==> src/rtl/lsd_pkg.sv <==
`timescale 1ns/1ps
package lsd_pkg;

    typedef enum logic [1:0] {
        ST_IDLE    = 2'd0,
        ST_CAPTURE = 2'd1,
        ST_LOCKED  = 2'd2
    } lsd_state_e;

    typedef struct packed {
        logic taken;
        logic call;
        logic ret;
        logic push;
        logic pop;
        logic new_chunk;
        logic resident;
    } uop_flags_t;

    // increment with a ceiling, used by all saturating counters
    function automatic int unsigned sat_inc(input int unsigned v, input logic inc,
                                            input int unsigned cap);
        if (inc && (v < cap)) return v + 1;
        return v;
    endfunction

endpackage

==> src/rtl/lsd_qual_tracker.sv <==
`timescale 1ns/1ps
module lsd_qual_tracker
    import lsd_pkg::*;
#(
    parameter int MAX_UOPS   = 28,
    parameter int MAX_TAKEN  = 8,
    parameter int MAX_CHUNKS = 8,
    localparam int CNT_W = $clog2(MAX_UOPS + 2),
    localparam int TK_W  = $clog2(MAX_TAKEN + 2),
    localparam int CH_W  = $clog2(MAX_CHUNKS + 2),
    localparam int BAL_W = CNT_W + 1
) (
    input  logic             clk,
    input  logic             rst,
    input  logic             clr,
    input  logic             upd,
    input  uop_flags_t       flags,
    output logic [CNT_W-1:0] uop_cnt,
    output logic             ok_with,
    output logic             fail_now
);

    logic [CNT_W-1:0]        cnt_q, cnt_d;
    logic [TK_W-1:0]         tk_q, tk_d;
    logic [CH_W-1:0]         ch_q, ch_d;
    logic signed [BAL_W-1:0] bal_q, bal_d;
    logic                    bad_q, bad_d;
    logic                    frozen;

    // next values with the presented micro-op folded in
    always_comb begin
        cnt_d = CNT_W'(sat_inc(32'(cnt_q), 1'b1, MAX_UOPS + 1));
        tk_d  = TK_W'(sat_inc(32'(tk_q), flags.taken, MAX_TAKEN + 1));
        ch_d  = CH_W'(sat_inc(32'(ch_q), flags.new_chunk || (cnt_q == '0), MAX_CHUNKS + 1));
        bal_d = bal_q;
        if (flags.push) bal_d = bal_d + BAL_W'(1);
        if (flags.pop)  bal_d = bal_d - BAL_W'(1);
        bad_d = bad_q | flags.call | flags.ret | ~flags.resident;
    end

    assign ok_with  = !bad_d
                   && (int'(cnt_d) <= MAX_UOPS)
                   && (int'(tk_d)  <= MAX_TAKEN)
                   && (int'(ch_d)  <= MAX_CHUNKS)
                   && (bal_d == '0);

    assign frozen   = int'(cnt_q) > MAX_UOPS;

    assign fail_now = bad_q || frozen
                   || (int'(tk_q) > MAX_TAKEN)
                   || (int'(ch_q) > MAX_CHUNKS);

    assign uop_cnt  = cnt_q;

    always_ff @(posedge clk) begin
        if (rst || clr) begin
            cnt_q <= '0;
            tk_q  <= '0;
            ch_q  <= '0;
            bal_q <= '0;
            bad_q <= 1'b0;
        end else if (upd && !frozen) begin
            cnt_q <= cnt_d;
            tk_q  <= tk_d;
            ch_q  <= ch_d;
            bal_q <= bal_d;
            bad_q <= bad_d;
        end
    end

endmodule

==> src/rtl/lsd_loop_buf.sv <==
`timescale 1ns/1ps
module lsd_loop_buf #(
    parameter int PAY_W = 16,
    parameter int DEPTH = 32,
    localparam int IDX_W = $clog2(DEPTH)
) (
    input  logic             clk,
    input  logic             rst,
    input  logic             we,
    input  logic [IDX_W-1:0] waddr,
    input  logic [PAY_W-1:0] wdata,
    input  logic             start,
    input  logic             adv,
    input  logic [IDX_W-1:0] last_idx,
    output logic [IDX_W-1:0] rd_ptr,
    output logic [PAY_W-1:0] rd_data
);

    logic [PAY_W-1:0] mem [DEPTH];

    always_ff @(posedge clk) begin
        if (we) mem[waddr] <= wdata;
    end

    // read pointer steps every cycle and folds back at the loop end
    always_ff @(posedge clk) begin
        if (rst || start) begin
            rd_ptr <= '0;
        end else if (adv) begin
            rd_ptr <= (rd_ptr == last_idx) ? '0 : rd_ptr + IDX_W'(1);
        end
    end

    assign rd_data = mem[rd_ptr];

endmodule

==> src/rtl/uop_loop_streamer.sv <==
`timescale 1ns/1ps
module uop_loop_streamer
    import lsd_pkg::*;
#(
    parameter int PAY_W      = 16,
    parameter int PC_W       = 16,
    parameter int DEPTH      = 32,
    parameter int MAX_UOPS   = 28,
    parameter int MAX_TAKEN  = 8,
    parameter int MAX_CHUNKS = 8
) (
    input  logic             clk,
    input  logic             rst,
    input  logic             in_valid,
    input  logic [PAY_W-1:0] in_payload,
    input  logic [PC_W-1:0]  in_pc,
    input  logic [PC_W-1:0]  in_target,
    input  logic             in_taken,
    input  logic             in_call,
    input  logic             in_ret,
    input  logic             in_push,
    input  logic             in_pop,
    input  logic             in_new_chunk,
    input  logic             in_uc_resident,
    input  logic             mispredict,
    input  logic             flush,
    output logic             out_valid,
    output logic [PAY_W-1:0] out_payload,
    output logic             sleep,
    output logic             locked
);

    localparam int IDX_W = $clog2(DEPTH);
    localparam int CNT_W = $clog2(MAX_UOPS + 2);

    lsd_state_e       state_q;
    logic [PC_W-1:0]  cand_pc_q, cand_tgt_q;
    logic [IDX_W-1:0] last_idx, rd_ptr;
    logic [CNT_W-1:0] uop_cnt;
    uop_flags_t       flags;
    logic evt, acc, capturing, is_bwd, closing;
    logic ok_with, fail_now, open_new, lock_go, buf_we;

    assign flags = '{taken: in_taken, call: in_call, ret: in_ret, push: in_push,
                     pop: in_pop, new_chunk: in_new_chunk, resident: in_uc_resident};

    assign evt       = mispredict | flush;
    assign acc       = in_valid && !evt && (state_q != ST_LOCKED);
    assign capturing = acc && (state_q == ST_CAPTURE);
    assign is_bwd    = in_taken && (in_target < in_pc);
    assign closing   = in_taken && (in_pc == cand_pc_q) && (in_target == cand_tgt_q);

    assign lock_go  = capturing && closing && ok_with;
    assign open_new = (acc && (state_q == ST_IDLE) && is_bwd)
                   || (capturing && closing && !ok_with)
                   || (capturing && !closing && is_bwd && fail_now);
    assign buf_we   = capturing && (int'(uop_cnt) < DEPTH);

    lsd_qual_tracker #(
        .MAX_UOPS  (MAX_UOPS),
        .MAX_TAKEN (MAX_TAKEN),
        .MAX_CHUNKS(MAX_CHUNKS)
    ) u_track (
        .clk     (clk),
        .rst     (rst),
        .clr     (evt | open_new | lock_go),
        .upd     (capturing),
        .flags   (flags),
        .uop_cnt (uop_cnt),
        .ok_with (ok_with),
        .fail_now(fail_now)
    );

    lsd_loop_buf #(
        .PAY_W(PAY_W),
        .DEPTH(DEPTH)
    ) u_buf (
        .clk     (clk),
        .rst     (rst),
        .we      (buf_we),
        .waddr   (IDX_W'(uop_cnt)),
        .wdata   (in_payload),
        .start   (lock_go),
        .adv     ((state_q == ST_LOCKED) && !evt),
        .last_idx(last_idx),
        .rd_ptr  (rd_ptr),
        .rd_data (out_payload)
    );

    always_ff @(posedge clk) begin
        if (rst || evt) begin
            state_q    <= ST_IDLE;
            cand_pc_q  <= '0;
            cand_tgt_q <= '0;
            last_idx   <= '0;
        end else if (lock_go) begin
            state_q  <= ST_LOCKED;
            last_idx <= IDX_W'(uop_cnt);
        end else if (open_new) begin
            state_q    <= ST_CAPTURE;
            cand_pc_q  <= in_pc;
            cand_tgt_q <= in_target;
        end
    end

    assign locked    = (state_q == ST_LOCKED);
    assign sleep     = locked && !evt;
    assign out_valid = locked && !evt;

endmodule

==> config.mk <==
export PLATFORM = sky130hd
export DESIGN_NAME = uop_loop_streamer
export DESIGN_NICKNAME = d
export VERILOG_FILES = /design/src/rtl/lsd_pkg.sv /design/src/rtl/lsd_qual_tracker.sv /design/src/rtl/lsd_loop_buf.sv /design/src/rtl/uop_loop_streamer.sv
export SDC_FILE = /design/constraint.sdc
export NUM_CORES = 1
export LEC_CHECK = 0
export BUFFER_PORTS_ARGS = -buffer_cell sky130_fd_sc_hd__buf_4
export CAP_MARGIN = 40
export CORE_MARGIN = 2
export CORE_UTILIZATION = 28
export CTS_BUF_LIST = sky130_fd_sc_hd__clkbuf_8
export DETAILED_ROUTE_END_ITERATION = 10
export GPL_ROUTABILITY_DRIVEN = 1
export PLACE_DENSITY = 0.46
export SLEW_MARGIN = 20
export SYNTH_ARGS = -nofsm -noshare
export SYNTH_HDL_FRONTEND = slang
export SYNTH_HIERARCHICAL = 1
export SYNTH_SLANG_ARGS = --single-unit
export TNS_END_PERCENT = 100
==> constraint.sdc <==
create_clock -name clk -period 3.4 [get_ports clk]
set_input_delay 0.51 -clock clk [delete_from_list [all_inputs] [get_ports clk]]
set_output_delay 0.51 -clock clk [all_outputs]
set_load 0.02 [all_outputs]
-- Word-level counts from Yosys, hierarchy flattened
Memories as Yosys holds them, arrays and structs flattened. A register that Yosys moved wholly into a read port is not among the register bits.
Cells that the tools add are included.
- add/sub/neg operators: 6
- order comparisons: 10
- eq/ne operators: 6
- mux-type cells: 18
- bitwise gates (word level): 8
- reduce and logical (&&, ||, !) cells: 42
- operator list (kind ; count):
    == test 16 bit ; 2
    two-way mux 5 bit ; 5
    logical AND 1 bit ; 22
    less-than comparator 16 bit ; 1
    two-way mux 4 bit ; 4
    two-way mux 6 bit ; 2
    adder 5 x 1 -> 5 bit (second input constant) ; 2
    logical OR 1 bit ; 9
    adder 4 x 1 -> 4 bit (second input constant) ; 2
    > comparator 4 bit (second input constant) ; 2
    less-or-equal comparator 4 bit (second input constant) ; 2
    less-than comparator 4 bit (second input constant) ; 2
    adder 6 x 2 -> 6 bit (second input constant) ; 1
    zero test 6 bit ; 1
    OR 1 bit ; 6
    subtractor 6 x 2 -> 6 bit (second input constant) ; 1
    == test 5 bit ; 1
    > comparator 5 bit (second input constant) ; 1
    less-or-equal comparator 5 bit (second input constant) ; 1
    zero test 1 bit ; 5
    zero test 5 bit ; 1
    less-than comparator 5 bit (second input constant) ; 1
    two-way mux 1 bit ; 5
    two-way mux 2 bit ; 2
    8 further kinds ; 9
- bits in registers: 64
- memory bits (writable): 512
- input bits: 60
- output and inout bits: 19
- word-level logic and storage cells: 102
- memories: 1
- memory list (name ; depth ; bits a word ; read ports ; clocked after Yosys merged registers in ; wr ports ; RTL line ; source):
    u_buf.mem ; 32 ; 16 ; 1 ; 1 ; 1 ; lsd_loop_buf.sv:19 ; logic [PAY_W-1:0] mem [DEPTH];

-- Logic depth before layout (Yosys ltp)
- depth after elaboration: 15
- depth in mapped cells: 14
- gate-level depth less buffers: 14

-- Cells and area by module
Netlist, hierarchy kept.
- modules (own cells, without submodules) (module ; instances ; cells an instance ; area an instance (µm²) ; seq. area each (µm²)):
    lsd_loop_buf ; 1 ; 1163 ; 20583.5 ; 15574.9
    uop_loop_streamer ; 1 ; 282 ; 2403.6 ; 780.7
    lsd_qual_tracker ; 1 ; 187 ; 1485.2 ; 400.4

-- Worst setup path before layout
OpenSTA, ideal clock, no wires.
- kind: input to register
- from: input port flush
- to: memory u_buf.mem[28][0] (enable)
- library setup time: 388 ps
- arrival time: 2654 ps
- data required time: 3012 ps
- path slack: 358 ps
- stages: 5
- path buffers: 1
- cell sequence: or4b_1 -> nor2_1 -> or3b_2 -> clkbuf_1 -> nor2_1
- cells in the longest elaborated chain, start to end: 7
- RTL lines (element ; RTL line ; source):
    start, declared ; uop_loop_streamer.sv:26 ; input logic flush,
    OR 1 bit ; uop_loop_streamer.sv:47 ; assign evt = mispredict | flush;
    zero test 1 bit ; uop_loop_streamer.sv:48 ; assign acc = in_valid && !evt && (state_q != ST_LOCKED);
    logical AND 1 bit (2 in series) ; uop_loop_streamer.sv:48 ;
    logical AND 1 bit ; uop_loop_streamer.sv:49 ; assign capturing = acc && (state_q == ST_CAPTURE);
    via buf_we ; uop_loop_streamer.sv:42 ; logic ok_with, fail_now, open_new, lock_go, buf_we;
    two-way mux 1 bit ; lsd_loop_buf.sv:22 ; if (we) mem[waddr] <= wdata;
    two-way mux 1 bit (implied by the code) ; lsd_loop_buf.sv:22 ;
    end, declared ; lsd_loop_buf.sv:19 ;
The timed path passes the listed nets, and every way through them passes these cells.

==> impl_results.md <==
* Post-synthesis cell count at 1632
* Worst reg2reg path startpoint: u_track/bal_q[1]
* IO Pins at 79
* # hold bufs at CTS at 0
* Maxcap violations at 0
* Clock root buffer: clkbuf_8
* Post-route worst setup slack at 0.107 ns
* CP peak stage delay at 0.46 ns
* Mapped Avg Cell Area at 15.0 µm²
* First DRT Iteration DRCs at 754
* Max clock buf depth at 3
* Unrepaired setup endpoints after global routing: yes
* Detailed Place HPWL at 39.2 mm
* TNS Setup at 0 ns
* Max Slew Vio Count at 0
* Clock slew at reported path FFs at 0.06 ns
* DRT Wirelength at 64.8 mm
* Most frequent cells in the layout: 512 x edfxtp_1, 291 x mux2i_1, 189 x buf_4
* DRC Markers at 0
* Ys flop type: edfxtp_1
* Syn Nets at 1718
* Pleak at 9.50 nW
* Post-layout instance area at 29200 µm²
* Commonest non-fill, non-tap cell in the layout: edfxtp_1
* Initial antenna violation count at 2
* Mapped cell area at 24500 µm²
* R2R cell count at 13
* Pre-CTS setup slack at 0.0199 ns
* Cell Chain, Critical Path: bufbuf_16, mux2i_1, a22o_1, nor3_1, a31oi_2, nand3_1, buf_4
* Worst R2R End: cand_pc_q[3]
* EDFF count, synth at 512
* Die height at 300 µm
* Final Hold Viols at 0
* Reg2Reg Setup Slack at 0.18 ns
* Initial Utilization at 28.2%
* Pin count of the biggest net entering global routing at 66
* Syn. warnings at 6
* CP Launch Type: register
* Peak supply drop at 302 µV
* Gr ovfl total at 0
* Die area at 89800 µm²
* Slew @ Worst Pin at 0.723 ns
* Vias per Instance at 4.65
* Total power at 14.3 mW
* Distinct cells, synth at 69
* Crit Path Max Fanout at 14
* Power Dens Cells at 490 nW/µm²
* End of the critical path: out_payload[0]
* Slowest stage cell on the critical path: dfxtp_4
* CP Capture Type: output pin
* Antenna Violating Nets Remaining at 0
* WHS Path Cells at 2
* Core Region at 86800 µm²
* Placed Area at 26700 µm²
* Critical path type: register to output pin
* WP data arrival at 2.78 ns
* Nets at 1940
* Status: complete, no violations
* Die Width at 300 µm
* First-pass GRT wire length at 95.7 mm
* Crit path buffers/inverters at 2
* FFs w/ async S/R, synth at 0%
* First-pass iteration count of the detailed router at 4
* CTS Buf Count at 101
* Wire length per cell at 20.9 µm
* Max frequency at 304 MHz
* Area Growth Syn to Fin at 19.3%
* Site row count at 108
* Clk_skew at 0.0284 ns
* Post-synthesis register bit count at 581
* Slew margin rel. at 51.5%
* Final worst-path cycle share at 96.8%
* Total GRT Usage at 14.4%
* Final min period at 3.29 ns
* RD Place Congestion at 0.762
* Critical Path RT at 2.89 ns
* Htree depth at 3
* Total number of vias at 14401
* Vias in the first global route at 14748
* Share of layout cells above drive strength 1 at 20.4%
* Register area share after synthesis at 68.5%
* Clock Latency Late Sink at 0.69 ns
* Port Buf Inserts at 78
* Final setup vio count at 0
* Layout Cells excl Fill at 3096
* Placed cells at 2877
* Hold Crit Class: input port to register
* Worst path depth at 7
* Crit path max-delay family: simple AND/OR/NAND/NOR gates
* Total clock sinks at 581
* CTS tree: done
-- report_power, final --
part / switching [mW] / total [mW] / internal, mW
Clock: 2.94 / 6.23 / 3.30
Sequential: 0.000822 / 7.75 / 7.75
Combinational: 0.214 / 0.315 / 0.100
Total: 3.15 / 14.3 / 11.2
-- worst min path at each step --
stage | startpoint | end | slack, ns
after floorplan | state_q[1] | state_q[1] | 0.45
after global placement | cand_tgt_q[5] | cand_tgt_q[5] | 0.46
after detailed placement | cand_tgt_q[13] | cand_tgt_q[13] | 0.47
after CTS | in_pc[13] | cand_pc_q[13] | 0.01
after global routing | rst | register | 0.02
final | rst | register | 0.08
-- layer usage --
layer  wire, µm  track usage (%)  part of all wire (%)  vias to the layer above
met3       2700             2.52                   4.2                       92
met2      31000             23.8                    48                      311
li1           -                -                     -                     6727
met1      29900             19.6                    46                     7271
met5          0                0                     0                        -
met4       1240             3.79                   1.9                        0
-- timing repair --
action | 4_1_cts | 5_1_grt
endpoints found under the setup margin | 23 | 52
gates resized for setup | 24 | 15
pin swaps | 3 | 3
gates cloned | 3 | 0
buffers inserted | 8 | 18
-- cell families after synthesis --
| logic type | share of synthesized area, % |
|---|---|
| compound gates | 6.16 |
| xor+xnor | 1.93 |
| fa+ha+maj | 1.33 |
| buf+inv | 3.27 |
| flops | 68.5 |
| mux | 12.0 |
| simple gates | 6.81 |
-- state kept, by name, summed over array words and instances (netlist names), 2 cells and up, named ones only --
register / cells
u_buf/mem: 512
cand_pc_q: 16
cand_tgt_q: 16
u_track/bal_q: 6
last_idx: 5
u_buf/rd_ptr: 5
u_track/uop_cnt: 5
u_track/ch_q: 4
u_track/tk_q: 4
state_q: 2
-- cell type report --
type                            instances  area (µm²)
Inverter                               29         109
Tap cell                             1155        1450
Sequential cell                       581       16800
Fill cell                            8561       57600
Multi-Input combinational cell        933        7090
Clock inverter                         82         513
Clock buffer                          106        1460
Timing Repair Buffer                  208        1810
Antenna cell                            2        5.00
-- cells in the mapped netlist, drive strengths merged, types with 2 or more instances --
cell    count  share of area (%)
a211oi      2              0.061
a21boi      2              0.077
a21o        3              0.092
a21oi      61                1.3
a22o       32                1.1
a22oi      64                2.0
a31oi      19               0.49
and3        5               0.13
buf        65                2.5
clkbuf     24               0.37
dfxtp      69                5.6
edfxtp    512                 63
ha         26                1.3
inv        29               0.44
mux2i     293                 12
nand2     122                1.9
nand2b      7               0.18
nand3      48                1.0
nand3b      6               0.18
nand4      29               0.74
nor2       59               0.94
nor2b       7               0.18
nor3       27               0.55
nor3b       3               0.11
nor4        2              0.051
nor4b       5               0.20
o21a        3              0.092
o21ai      18               0.37
o221ai      5               0.20
or2         4               0.10
or3         7               0.20
or3b        3               0.11
or4b        2              0.082
xnor2      42                1.5
xor2       12               0.43
-- metrics by stage --
step	util [%]	hold slack, ns
finish	33.6	0.0764
global route	33.6	0.0213
CTS	33.4	0.0102
detailed placement	30.8	0.467
global placement	30.8	0.457
floorplan	-	0.447
Note: power is estimated with default switching activity, not from simulation.
